File: src/rtl/isp_pkg.sv
package isp_pkg;
    typedef enum logic [1:0] {
        ST_OFF,
        ST_HUNT,
        ST_LIVE,
        ST_ISSUE
    } isp_state_e;
endpackage

File: src/rtl/isp_sync.sv
module isp_sync #(
    parameter int           W    = 3,
    parameter logic [W-1:0] INIT = '0
) (
    input  logic         clk,
    input  logic         rst_n,
    input  logic [W-1:0] d,
    output logic [W-1:0] q
);
    logic [W-1:0] meta;

    // Two flops per line; each line is independent.
    for (genvar i = 0; i < W; i++) begin : g_line
        always_ff @(posedge clk or negedge rst_n) begin
            if (!rst_n) begin
                meta[i] <= INIT[i];
                q[i]    <= INIT[i];
            end else begin
                meta[i] <= d[i];
                q[i]    <= meta[i];
            end
        end
    end
endmodule

File: src/rtl/isp_shifter.sv
module isp_shifter #(
    parameter int BW     = 8,
    parameter int NBYTES = 4
) (
    input  logic                         clk,
    input  logic                         rst_n,
    input  logic                         sess_off,
    input  logic                         rise,
    input  logic                         fall,
    input  logic                         din,
    input  logic                         rd_sel,
    input  logic [BW-1:0]                rd_data,
    output logic                         dout,
    output logic [NBYTES-1:0][BW-1:0]    frame_q,
    output logic                         frame_done
);
    localparam int BCW  = $clog2(BW);
    localparam int IDXW = $clog2(NBYTES);
    localparam logic [BCW-1:0]  LAST_BIT  = BCW'(BW - 1);
    localparam logic [IDXW-1:0] LAST_BYTE = IDXW'(NBYTES - 1);

    logic [BW-2:0]   rx_sh;
    logic [BW-1:0]   tx_sh;
    logic [BW-1:0]   last_rx;
    logic [BCW-1:0]  bit_cnt;
    logic [IDXW-1:0] byte_idx;
    logic [BW-1:0]   rx_byte;
    logic [BW-1:0]   tx_load;

    assign rx_byte = {rx_sh, din};
    // Final slot of a read returns memory data; every other slot echoes.
    assign tx_load = (rd_sel && byte_idx == LAST_BYTE) ? rd_data : last_rx;

    always_ff @(posedge clk or negedge rst_n) begin
        if (!rst_n) begin
            rx_sh      <= '0;
            tx_sh      <= '0;
            last_rx    <= '0;
            bit_cnt    <= '0;
            byte_idx   <= '0;
            dout       <= 1'b0;
            frame_q    <= '0;
            frame_done <= 1'b0;
        end else if (sess_off) begin
            rx_sh      <= '0;
            tx_sh      <= '0;
            last_rx    <= '0;
            bit_cnt    <= '0;
            byte_idx   <= '0;
            dout       <= 1'b0;
            frame_done <= 1'b0;
        end else begin
            frame_done <= 1'b0;
            if (rise) begin
                rx_sh   <= rx_byte[BW-2:0];
                bit_cnt <= (bit_cnt == LAST_BIT) ? '0 : bit_cnt + 1'b1;
                if (bit_cnt == LAST_BIT) begin
                    frame_q[byte_idx] <= rx_byte;
                    last_rx           <= rx_byte;
                    byte_idx          <= (byte_idx == LAST_BYTE) ? '0 : byte_idx + 1'b1;
                    frame_done        <= (byte_idx == LAST_BYTE);
                end
            end
            if (fall) begin
                if (bit_cnt == '0) begin
                    dout  <= tx_load[BW-1];
                    tx_sh <= {tx_load[BW-2:0], 1'b0};
                end else begin
                    dout  <= tx_sh[BW-1];
                    tx_sh <= {tx_sh[BW-2:0], 1'b0};
                end
            end
        end
    end

    assert_dout_on_fall_R2: assert property (@(posedge clk) disable iff (!rst_n)
        !$stable(dout) |-> ($past(fall) || $past(sess_off)));

    assert_off_clears_R7: assert property (@(posedge clk) disable iff (!rst_n)
        sess_off |=> (bit_cnt == '0 && byte_idx == '0 && !dout));

    assert_frame_boundary_R1: assert property (@(posedge clk) disable iff (!rst_n)
        frame_done |-> (byte_idx == '0 && bit_cnt == '0));
endmodule

File: src/rtl/isp_frame_fsm.sv
module isp_frame_fsm
    import isp_pkg::*;
#(
    parameter int          BW        = 8,
    parameter logic [BW-1:0] ENABLE_OP = 8'hAC,
    parameter logic [BW-1:0] SYNC_BYTE = 8'h53
) (
    input  logic          clk,
    input  logic          rst_n,
    input  logic          sess_off,
    input  logic          frame_done,
    input  logic [BW-1:0] op_byte,
    input  logic [BW-1:0] second_byte,
    output logic          live,
    output logic          cmd_valid
);
    isp_state_e state, state_nx;
    logic is_enable_op;

    assign is_enable_op = (op_byte == ENABLE_OP);

    always_ff @(posedge clk or negedge rst_n) begin
        if (!rst_n) state <= ST_OFF;
        else        state <= state_nx;
    end

    always_comb begin
        state_nx = state;
        unique case (state)
            ST_OFF:   if (!sess_off) state_nx = ST_HUNT;
            ST_HUNT:  if (sess_off) state_nx = ST_OFF;
                      else if (frame_done && is_enable_op && second_byte == SYNC_BYTE)
                          state_nx = ST_LIVE;
            ST_LIVE:  if (sess_off) state_nx = ST_OFF;
                      else if (frame_done && !is_enable_op) state_nx = ST_ISSUE;
            ST_ISSUE: if (sess_off) state_nx = ST_OFF;
                      else state_nx = ST_LIVE;
            default:  state_nx = ST_OFF;
        endcase
    end

    always_comb begin
        live      = (state == ST_LIVE) || (state == ST_ISSUE);
        cmd_valid = (state == ST_ISSUE);
    end

    assert_single_strobe_R9: assert property (@(posedge clk) disable iff (!rst_n)
        cmd_valid |=> !cmd_valid);
endmodule

File: src/rtl/isp_serial_slave.sv
module isp_serial_slave #(
    parameter int            BW        = 8,
    parameter logic [BW-1:0] ENABLE_OP = 8'hAC,
    parameter logic [BW-1:0] SYNC_BYTE = 8'h53,
    parameter logic [BW-1:0] READ_OP   = 8'h20
) (
    input  logic          clk,
    input  logic          rst_n,
    input  logic          tgt_rst,
    input  logic          ser_clk,
    input  logic          ser_din,
    output logic          ser_dout,
    output logic          cmd_valid,
    output logic [BW-1:0] cmd_op,
    output logic [BW-1:0] cmd_addr_hi,
    output logic [BW-1:0] cmd_addr_lo,
    output logic [BW-1:0] cmd_data,
    input  logic [BW-1:0] rd_data
);
    localparam int NBYTES = 4;

    logic [2:0] sync_q;
    logic sess_off, sclk_s, din_s, sclk_d;
    logic rise, fall, live, rd_sel, frame_done;
    logic [NBYTES-1:0][BW-1:0] frame_q;

    isp_sync #(.W(3), .INIT(3'b100)) u_sync (
        .clk(clk), .rst_n(rst_n),
        .d({tgt_rst, ser_clk, ser_din}), .q(sync_q)
    );
    assign {sess_off, sclk_s, din_s} = sync_q;

    always_ff @(posedge clk or negedge rst_n) begin
        if (!rst_n) sclk_d <= 1'b0;
        else        sclk_d <= sclk_s;
    end
    assign rise = sclk_s & ~sclk_d;
    assign fall = ~sclk_s & sclk_d;

    assign rd_sel = live && (frame_q[0] == READ_OP);

    isp_shifter #(.BW(BW), .NBYTES(NBYTES)) u_shift (
        .clk(clk), .rst_n(rst_n), .sess_off(sess_off),
        .rise(rise), .fall(fall), .din(din_s),
        .rd_sel(rd_sel), .rd_data(rd_data),
        .dout(ser_dout), .frame_q(frame_q), .frame_done(frame_done)
    );

    isp_frame_fsm #(.BW(BW), .ENABLE_OP(ENABLE_OP), .SYNC_BYTE(SYNC_BYTE)) u_fsm (
        .clk(clk), .rst_n(rst_n), .sess_off(sess_off),
        .frame_done(frame_done), .op_byte(frame_q[0]), .second_byte(frame_q[1]),
        .live(live), .cmd_valid(cmd_valid)
    );

    assign cmd_op      = frame_q[0];
    assign cmd_addr_hi = frame_q[1];
    assign cmd_addr_lo = frame_q[2];
    assign cmd_data    = frame_q[3];

    assert_no_enable_cmd_R4: assert property (@(posedge clk) disable iff (!rst_n)
        cmd_valid |-> (cmd_op != ENABLE_OP));
endmodule

File: config.mk
export PLATFORM = sky130hd
export DESIGN_NAME = isp_serial_slave
export DESIGN_NICKNAME = d
export VERILOG_FILES = /design/src/rtl/isp_pkg.sv /design/src/rtl/isp_sync.sv /design/src/rtl/isp_shifter.sv /design/src/rtl/isp_frame_fsm.sv /design/src/rtl/isp_serial_slave.sv
export SDC_FILE = /design/constraint.sdc
export NUM_CORES = 1
export LEC_CHECK = 0
export ABC_AREA = 1
export BUFFER_PORTS_ARGS = -buffer_cell sky130_fd_sc_hd__buf_2
export CAP_MARGIN = 20
export CORE_MARGIN = 3
export CORE_UTILIZATION = 41
export DETAILED_ROUTE_END_ITERATION = 6
export GPL_ROUTABILITY_DRIVEN = 0
export PLACE_DENSITY = 0.64
export SKIP_LAST_GASP = 1
export SLEW_MARGIN = 20
export SYNTH_ARGS = -nofsm -noshare
export SYNTH_HDL_FRONTEND = slang
export SYNTH_SLANG_ARGS = --single-unit
export TNS_END_PERCENT = 100
File: constraint.sdc
create_clock -name clk -period 1.37 [get_ports clk]
set_clock_uncertainty 0.05 [all_clocks]
set_input_delay 0.0685 -clock clk [delete_from_list [all_inputs] [get_ports clk]]
set_output_delay 0.0685 -clock clk [all_outputs]
set_load 0.01 [all_outputs]
# After elaboration in Yosys (flattened, before gate mapping)

Cells that the tools add are included.

Bits in registers: 71
Latch bits: 0
RAM bits: 0
Bits in read-only memories: 0
Input port bits: 13
Output and inout bits: 34
Memories kept: 0

$add $sub $neg: 2
$mul: 0
Div/mod/pow operators: 0
Order comparisons: 2
Eq/ne operators: 11
Shift operators: 0
Mux-type cells: 32
Bitwise operators: 5
Reductions and logical operators: 16

Operators with widths:

| cell                                                  | number |
|---|---|
| 2-to-1 mux 8 bit                                      | 8 |
| bitwise mux 32 bit                                    | 1 |
| 2-to-1 mux 2 bit                                      | 10 |
| demux 8 bit (select 2 bit)                            | 1 |
| 2-to-1 mux 7 bit                                      | 2 |
| 2-to-1 mux 3 bit                                      | 3 |
| == test 8 x 6 -> 1 bit, second input constant         | 1 |
| == test 8 x 7 -> 1 bit, second input constant         | 1 |
| == test 8 bit, second input constant                  | 1 |
| one-hot mux 2 bit (4 select lines)                    | 1 |
| == test 2 bit, second input constant                  | 3 |
| logical AND 1 bit                                     | 6 |
| 2-to-1 mux 1 bit                                      | 6 |
| inequality test 3 x 2 -> 1 bit, second input constant | 2 |
| AND reduction 3 bit                                   | 2 |
| nonzero test 2 bit                                    | 3 |
| adder 3 x 1 -> 3 bit, second input constant           | 1 |
| == test 3 bit, second input constant                  | 1 |
| zero test 3 bit                                       | 1 |
| < comparator 2 x 3 -> 1 bit, second input constant    | 1 |
| NOT 1 bit                                             | 3 |
| adder 2 x 1 -> 2 bit, second input constant           | 1 |
| AND 1 bit                                             | 2 |
| == test 2 x 1 -> 1 bit, second input constant         | 1 |
| 6 further kinds                                       | 6 |

# Logic depth before layout (Yosys ltp)

Gate-level depths: netlist of run 1.

Depth after elaboration: 8
Mapped depth: 9
Gate-level depth less buffers: 9

# Cells and area by module

Synthesis of run 1 repeated with hierarchy kept, for this count alone.

Cells, all modules: 343
Area, all modules: 3200.6 um^2

Modules (own cells, without submodules):

| module           | instances | cells each | area an instance (um^2) | seq. area each (um^2) |
|---|---|---|---|---|
| isp_shifter      | 1         | 281        | 2741.4                  | 1526.5 |
| isp_frame_fsm    | 1         | 43         | 235.2                   | 50.0 |
| isp_sync         | 1         | 6          | 152.6                   | 152.6 |
| isp_serial_slave | 1         | 13         | 71.3                    | 25.0 |

# Worst setup path after synthesis of run 1

OpenSTA, ideal clock, no wires.

Path type: register to register
Start: register u_shift.bit_cnt[0]
End: register u_shift.byte_idx[0]
Library setup time: 83 ps
Arrival: 1293 ps
Data required time: 1237 ps
Path slack: -55 ps
Stages on the path, launching flop included: 6
Cells stage by stage: dfrtp_1 > ha_1 > ha_1 > nor2_1 > nor2_1 > o21ai_0

Cells in the longest elaborated chain, start to end: 3

Ends and longest elaborated chain:

| item                          | line              | source |
|---|---|---|
| start, declared               | isp_shifter.sv:25 | `logic [BCW-1:0] bit_cnt;` |
| start signal, assigned        | isp_shifter.sv:56 | `bit_cnt <= (bit_cnt == LAST_BIT) ? '0 : bit_cnt + 1'b1;` |
| == test 3 bit                 | isp_shifter.sv:57 | `if (bit_cnt == LAST_BIT) begin` |
| nonzero test 2 bit (no line)  | --                |  |
| AND reduction 2 bit (no line) | --                |  |
| end signal, assigned          | isp_shifter.sv:60 | `byte_idx <= (byte_idx == LAST_BYTE) ? '0 : byte_idx + 1'b1;` |
| end, declared                 | isp_shifter.sv:26 | `logic [IDXW-1:0] byte_idx;` |

No other way between the ends.
A chain may end at the register's enable or synchronous reset.

# Worst setup path in the final report of run 1

Start: register u_shift.frame_q[2] (netlist bit)
End: register u_shift.tx_sh[5]

Cells in the longest elaborated chain, start to end: 7

Ends and longest elaborated chain:

| item                            | line                   | source |
|---|---|---|
| start, declared                 | isp_shifter.sv:14      | `output logic [NBYTES-1:0][BW-1:0] frame_q,` |
| start signal, assigned by index | isp_shifter.sv:58      | `frame_q[byte_idx] <= rx_byte;` |
| == test 8 x 6 -> 1 bit          | isp_serial_slave.sv:40 | `assign rd_sel = live && (frame_q[0] == READ_OP);` |
| logical AND 1 bit               | isp_serial_slave.sv:40 |  |
| logical AND 1 bit               | isp_shifter.sv:32      | `assign tx_load = (rd_sel && byte_idx == LAST_BYTE) ? rd_data : last_rx;` |
| 2-to-1 mux 8 bit                | isp_shifter.sv:32      |  |
| 2-to-1 mux 8 bit                | isp_shifter.sv:65      | `if (bit_cnt == '0) begin` |
| 2-to-1 mux 8 bit                | isp_shifter.sv:64      | `if (fall) begin` |
| 2-to-1 mux 8 bit                | isp_shifter.sv:44      | `end else if (sess_off) begin` |
| end signal, assigned            | isp_shifter.sv:67      | `tx_sh <= {tx_load[BW-2:0], 1'b0};` |
| end signal, assigned            | isp_shifter.sv:70      | `tx_sh <= {tx_sh[BW-2:0], 1'b0};` |
| end, declared                   | isp_shifter.sv:23      | `logic [BW-1:0] tx_sh;` |

No other way between the ends. The select of a mux whose other input is x is not followed.

==> out/metrics.cfg, run 1 <==
[floorplan]
start_util = 0.427
die_w_um = 93.4
die_h_um = 93.4
die_area_um2 = 8720
io_pins = 47
core_area_um2 = 7330
num_rows = 31

[cells_and_area]
drive_above_1_share = 0.312
n_antenna_cell = 0
stdcell_count = 509
finalNetCount = 425
final_cell_mix = nand2_1, dfrtp_1, buf_2
final_common_cell = nand2_1
design_area_um2 = 3950
area_delta_synth_final_pct = 26.1

[pwr]
p_int_mw = 3.08
sw_frac_of_total = 0.244
p_seq_frac = 0.528
switching_power_mw = 0.993
p_leak_nw = 1.93
clkPwrFrac = 0.385
power.density_nw_per_um2 = 1030
ir_worst_vdd_mv = 0.700
total_power_mw = 4.07
p_comb_frac = 0.086

[logic_synthesis]
syn_nets = 350
yosysTopAreaCellShare = 0.544
synth_edf_count = 0
synth_top_area_cell = dfrtp_1
synth_area_um2 = 3130
synth.avg_cell_area_um2 = 9.48
ys_seq_elements = 70
synthDistinctLibCells = 29
ys_seq_area_frac = 0.561
async_flop_share = 1.00
synthTopCellsByArea = dfrtp_1, nand2_1, inv_1
yosysWarnings = 0
syn_inst = 330
synth_flop_cell = dfrtp_1

[global_routing]
grt_pass1_vias = 2417
grt_pass1_wl_um = 11600
track_usage = 0.172
grt-ovfl-total = 0
antenna_found_initial = 0
grt_max_degree = 71

[routing]
wl_um = 6930
postRouteAntennaNets = 0
drtIter0Drc = 118
drt-wirelength-per-cell_um = 13.6
firstDrtPassIters = 5
via_per_inst = 4.83
vias = 2461
drc = 0

[sta]
finalWorstSetupSlack_ns = -0.00752
slew_headroom = 0.738
setup_viol = 2
setup_tns_ns = -0.0111
finalHoldViolCount = 0
timing.fmax_mhz = 726
timing.hold.ws_ns = 0.0868
min_period_over_period = 1.01
drv_slew = 0
tightest_slew_ns = 0.393
period_needed_ns = 1.38
grt_setup_unrepaired = yes

[clock_network]
clockBufferDepth = 2
numCtsBuffers = 9
cts_root_buffer = clkbuf_8
insertion_delay_ns = 0.34
cts_sinks = 70
h-tree-depth = 3
cts_tree = built
clkTransAtPathRegs_ns = 0.07

[setup_path]
cp_data_arrival_time_ns = 1.56
start_kind = flip-flop
worstSetupPathType = flip-flop to flip-flop
cpMostUsedCell = nand2_1
cp_max_fo = 5
critPathCaptureType = flip-flop
required_ns = 1.55
cp_cell_sequence = nor2_4, nand2_2, nor2_4, buf_6, nand3_2, nand3_1, nand2_1, nand2_1, nand2_1
slowest_stage = dfrtp_1
slowest_delay_ns = 0.41

[job]
cap_viol_max_count = 0

[place]
dp_cells = 485
place_area_um2 = 3560
hpwl_um = 4680
port_buffers = 46

[outcome]
violations = negative setup slack
status = complete, but fails checks

[worst_hold_path]
hp-class = input pin to flip-flop

-- through the flow --
step,setup slack [ns],utilization
after floorplan,-0.0240,-
after global placement,-0.0144,0.485
after detailed placement,-0.0626,0.485
after CTS,-0.0154,0.520
after global routing,-0.115,0.538
final,-0.00752,0.538
-- logic make-up (layout without fill, tap and decap cells) --
logic type               after synthesis  count (layout)  synth area share
adder cells (fa/ha/maj)                7               7            0.0280
flip-flops                            70              70             0.561
AO/OA/AOI/OAI                         71              71             0.137
AND/OR/NAND/NOR                      137             137             0.202
buffers and inverters                 45             125            0.0724
-- power groups by stage --
stage	clock (mW)	combinational, mW	sequential, mW
global route	1.72	0.405	2.15
finish	1.57	0.351	2.15
detailed placement	0	0.333	2.19
floorplan	0	0.179	2.18
CTS	1.61	0.343	2.15
global placement	0	0.324	2.19
-- area by class of cell --
type / instances / area (µm²)
Fill cell: 693 / 3380
Timing Repair Buffer: 69 / 440
Multi-Input combinational cell: 215 / 1280
Inverter: 40 / 165
Clock inverter: 4 / 47.5
Clock buffer: 12 / 135
Tap cell: 99 / 124
Sequential cell: 70 / 1750
-- cell usage after synthesis (3+ instances only) --
| cell | instances |
|---|---|
| dfrtp_1 | 68 |
| ha_1 | 7 |
| inv_1 | 37 |
| nand2_1 | 85 |
| nand2_4 | 3 |
| nand3_1 | 22 |
| nor2_1 | 14 |
| o21ai_0 | 22 |
| o21ai_1 | 20 |
| o21ai_2 | 12 |
| o21bai_1 | 7 |
| o22ai_1 | 8 |
-- flip-flops by register name, summed over array words and instances, names as in the netlist --
name	cells
u_shift.dout	1
u_sync.q	3
u_shift.rx_sh	7
u_shift.byte_idx	2
u_shift.frame_done	1
u_shift.last_rx	8
u_shift.tx_sh	7
u_sync.meta	3
u_fsm.state	2
sclk_d	1
u_shift.bit_cnt	3
u_shift.frame_q	32
-- routing by layer --
metal / global-route usage / vias up / part of all wire
met5: 0 / - / 0
met4: 0.0696 / 0 / 0.016
met3: 0.0322 / 9 / 0.046
met2: 0.276 / 66 / 0.47
met1: 0.230 / 1165 / 0.47
li1: - / 1221 / -
-- path summary, 6_finish.rpt --
path | start | end | slack (ns) | depth (start not counted)
max reg2reg | u_shift.frame_q[2]$_DFFE_PN0P_ | u_shift.tx_sh[5]$_DFFE_PN0P_ | -0.008 | 9
min reg2reg | u_sync.meta[1]$_DFF_PN0_ | u_sync.q[1]$_DFF_PN0_ | 0.30 | 0
min in group asynchronous | rst_n | u_shift.tx_sh[2]$_DFFE_PN0P_ | 0.22 | 3
min | rd_data[2] | u_shift.tx_sh[3]$_DFFE_PN0P_ | 0.09 | 7
max in group asynchronous | rst_n | u_sync.meta[2]$_DFF_PN1_ | 0.73 | 3
max | u_shift.frame_q[2]$_DFFE_PN0P_ | u_shift.tx_sh[5]$_DFFE_PN0P_ | -0.008 | 9
-- worst max-delay path: cells and delay by family (launching register included) --
family                 cells  cell delay [ns]
DFF                        1             0.41
and+or+nand+nor            8             0.69
buffers and inverters      1             0.14
-- repair_timing --
| action | in CTS | in global routing |
|---|---|---|
| cloned | 0 | 1 |
| pin swaps | 0 | 6 |
| gates resized for setup | 7 | 42 |
| hold buffers | 4 | 0 |
| endpoints found under the setup margin | 18 | 53 |
| hold endpoints to repair | 71 | 0 |
| buffers inserted | 1 | 2 |
(Power assumes the default switching activity.)
==> run 2, diff against run 1 <==
Settings changed: BUFFER_PORTS_ARGS -buffer_cell sky130_fd_sc_hd__buf_2 to default, DONT_BUFFER_PORTS from default to 1, PLACE_DENSITY 0.64 to 0.58.
==> run 2 against run 1 <==
Against the previous run: the run ends with negative hold slack, negative setup slack left; highest routed layer unchanged; largest power group unchanged; largest cell class unchanged; via count fell by 3.5%; count of clock-buffer cells in the layout decreased by 1; cell count is 5.7% lower; register-to-register slack worse by 0.05 ns; cell area down 1.6%; sequential share of layout area rose by 0.75 points; fmax is 3.5% lower; combinational power decreased by 13%.
==> out/metrics.cfg, run 2 (same netlist as run 1, synthesis figures left out) <==
[routing]
postRouteAntennaNets = 0  ; unchanged
drt-wirelength-per-cell_um = 14.9  ; +9.1%
firstDrtPassIters = 4  ; -1
vias = 2374  ; -3.5%
wl_um = 7140  ; +2.9%
via_per_inst = 4.95  ; +2.3%
drc = 0  ; unchanged
drtIter0Drc = 141  ; +19%

[place]
place_area_um2 = 3350  ; -5.8%
hpwl_um = 4620  ; -1.3%
dp_cells = 444  ; -8.5%
port_buffers = 0  ; -100%
pre_cts_ws_ns = -0.0674  ; -0.00476 ns

[setup_path]
cp_data_arrival_time_ns = 1.59  ; +0.03 ns
critPathCaptureType = flip-flop
required_ns = 1.53  ; -0.02 ns
cp_max_fo = 8  ; +3
crit_start = u_sync.q[2]$_DFF_PN1_
r2r-start = u_sync.q[2]$_DFF_PN1_
cp-endpoint = u_shift.rx_sh[0]$_DFFE_PN0P_
worstSetupPathType = flip-flop to flip-flop
reg2reg_setup_slack_ns = -0.06  ; -0.05 ns
r2r_cells = 4  ; -5
r2r-end = u_shift.rx_sh[0]$_DFFE_PN0P_
start_kind = flip-flop

[cells_and_area]
fill_cells = 668  ; -3.6%
area_delta_synth_final_pct = 24.0
finalNetCount = 396  ; -6.8%
fin_util = 0.529  ; -0.00888
n_antenna_cell = 0  ; unchanged
drive_above_1_share = 0.273  ; -0.0392
stdcell_count = 480  ; -5.7%
largest_reg_flops = 32  ; unchanged
top_regs = u_shift.frame_q: 32 flops, u_shift.last_rx: 8 flops
final_cell_mix = nand2_1, dfrtp_1, inv_1
design_area_um2 = 3880  ; -1.6%
regMostFlops = u_shift.frame_q
final_common_cell = nand2_1

[clock_network]
clkTransAtPathRegs_ns = 0.08  ; about the same
clockBufferDepth = 2  ; unchanged
cts_sinks = 70  ; unchanged
cts_tree = built
cts_root_buffer = clkbuf_8
insertion_delay_ns = 0.34  ; about the same
h-tree-depth = 3  ; unchanged
cts_hold_buf = 4  ; unchanged
numCtsBuffers = 9  ; unchanged

[sta]
period_needed_ns = 1.43  ; +0.0493 ns
setup_viol = 34  ; +32
finalWorstSetupSlack_ns = -0.0568  ; -0.0493 ns
grt_setup_unrepaired = yes
slew_headroom = 0.752  ; +0.0142
finalHoldViolCount = 70  ; +70
min_period_over_period = 1.04  ; +0.0360
drv_slew = 0  ; unchanged
timing.fmax_mhz = 701  ; -3.5%
tightest_slew_ns = 0.371  ; -0.0213 ns
setup_tns_ns = -0.555  ; -0.544 ns
timing.hold.ws_ns = -0.634  ; -0.721 ns

[worst_hold_path]
hp-class = input pin to async pin

[global_routing]
antenna_found_initial = 0  ; unchanged
grt_max_degree = 71  ; unchanged
grt-ovfl-total = 0  ; unchanged
grt_pass1_wl_um = 11600  ; -0.41%
grt_pass1_vias = 2275  ; -5.9%
track_usage = 0.175  ; +0.00305

[outcome]
violations = negative hold slack, negative setup slack
status = complete, but fails checks

[floorplan]
die_w_um = 93.4  ; unchanged
die_area_um2 = 8720  ; unchanged
die_h_um = 93.4  ; unchanged
core_area_um2 = 7330  ; unchanged
num_rows = 31  ; unchanged
start_util = 0.427  ; unchanged
io_pins = 47  ; unchanged

[pwr]
sw_frac_of_total = 0.232  ; -0.0122
p_leak_nw = 1.80  ; -6.8%
p_int_mw = 3.35  ; +9.0%
clkPwrFrac = 0.438  ; +0.053
power.density_nw_per_um2 = 1120  ; +9.1%
switching_power_mw = 1.01  ; +1.9%
p_seq_frac = 0.492  ; -0.036
ir_worst_vdd_mv = 0.585  ; -16%
p_comb_frac = 0.070  ; -0.016
total_power_mw = 4.36  ; +7.3%

[job]
cap_viol_max_count = 0  ; unchanged

-- run 2: changes by cell type in the layout (fill, tap and decap cells not counted), sizes merged --
cell and delta:
buf -30, bufinv +1, clkbuf -1, clkinv +1, inv -1, nand2 +1
-- run 2: cell type report --
| cell class | count | area, µm² | area share |
|---|---|---|---|
| Clock inverter | 5 | 81.3 | 0.0210 |
| Clock buffer | 11 | 151 | 0.0390 |
| Timing Repair Buffer | 39 | 322 | 0.0828 |
| Sequential cell | 70 | 1750 | 0.452 |
| Multi-Input combinational cell | 216 | 1280 | 0.330 |
| Tap cell | 99 | 124 | 0.0319 |
| Inverter | 40 | 168 | 0.0432 |
-- run 2: worst max-delay path, cell delays in order (launching register included) --
cell and delay, ns:
dfstp_2 0.65, clkinv_4 0.12, buf_4 0.15, nand2_1 0.21, o22ai_1 0.12
-- run 2: power groups by stage --
stage                     clock, mW  combinational (mW)  sequential, mW
after floorplan                   0               0.179            2.18
after global placement            0               0.258            2.18
after detailed placement          0               0.266            2.19
after CTS                      1.95               0.275            2.15
after global routing           2.06               0.342            2.15
final                          1.91               0.304            2.15
-- run 2: what timing repair did --
action                                  CTS  global route
pin swaps                                 0            10
resized for setup                         7            38
cloned                                    0             3
endpoints found under the setup margin   26            52
hold endpoints to repair                 74            70
setup buffers                             1            12
-- run 2: worst min-delay path by stage --
stage               startpoint                         endpoint  slack, ns
floorplan                rst_n                 sclk_d$_DFF_PN0_      -0.28
global placement         rst_n     u_shift.tx_sh[4]$_DFFE_PN0P_      -0.28
detailed placement       rst_n     u_shift.tx_sh[4]$_DFFE_PN0P_      -0.28
CTS                      rst_n  u_shift.frame_q[18]$_DFFE_PN0P_      -0.65
global route             rst_n  u_shift.frame_q[28]$_DFFE_PN0P_      -0.66
finish                   rst_n            u_sync.q[1]$_DFF_PN0_      -0.63
-- run 2: layer usage --
metal | share of wire | up-vias | routed length, µm | GRT usage
li1 | - | 1166 | - | -
met1 | 0.48 | 1147 | 3400 | 0.237
met2 | 0.45 | 52 | 3220 | 0.267
met3 | 0.060 | 9 | 428 | 0.0595
met4 | 0.013 | 0 | 95 | 0.0525
met5 | 0 | - | 0 | 0
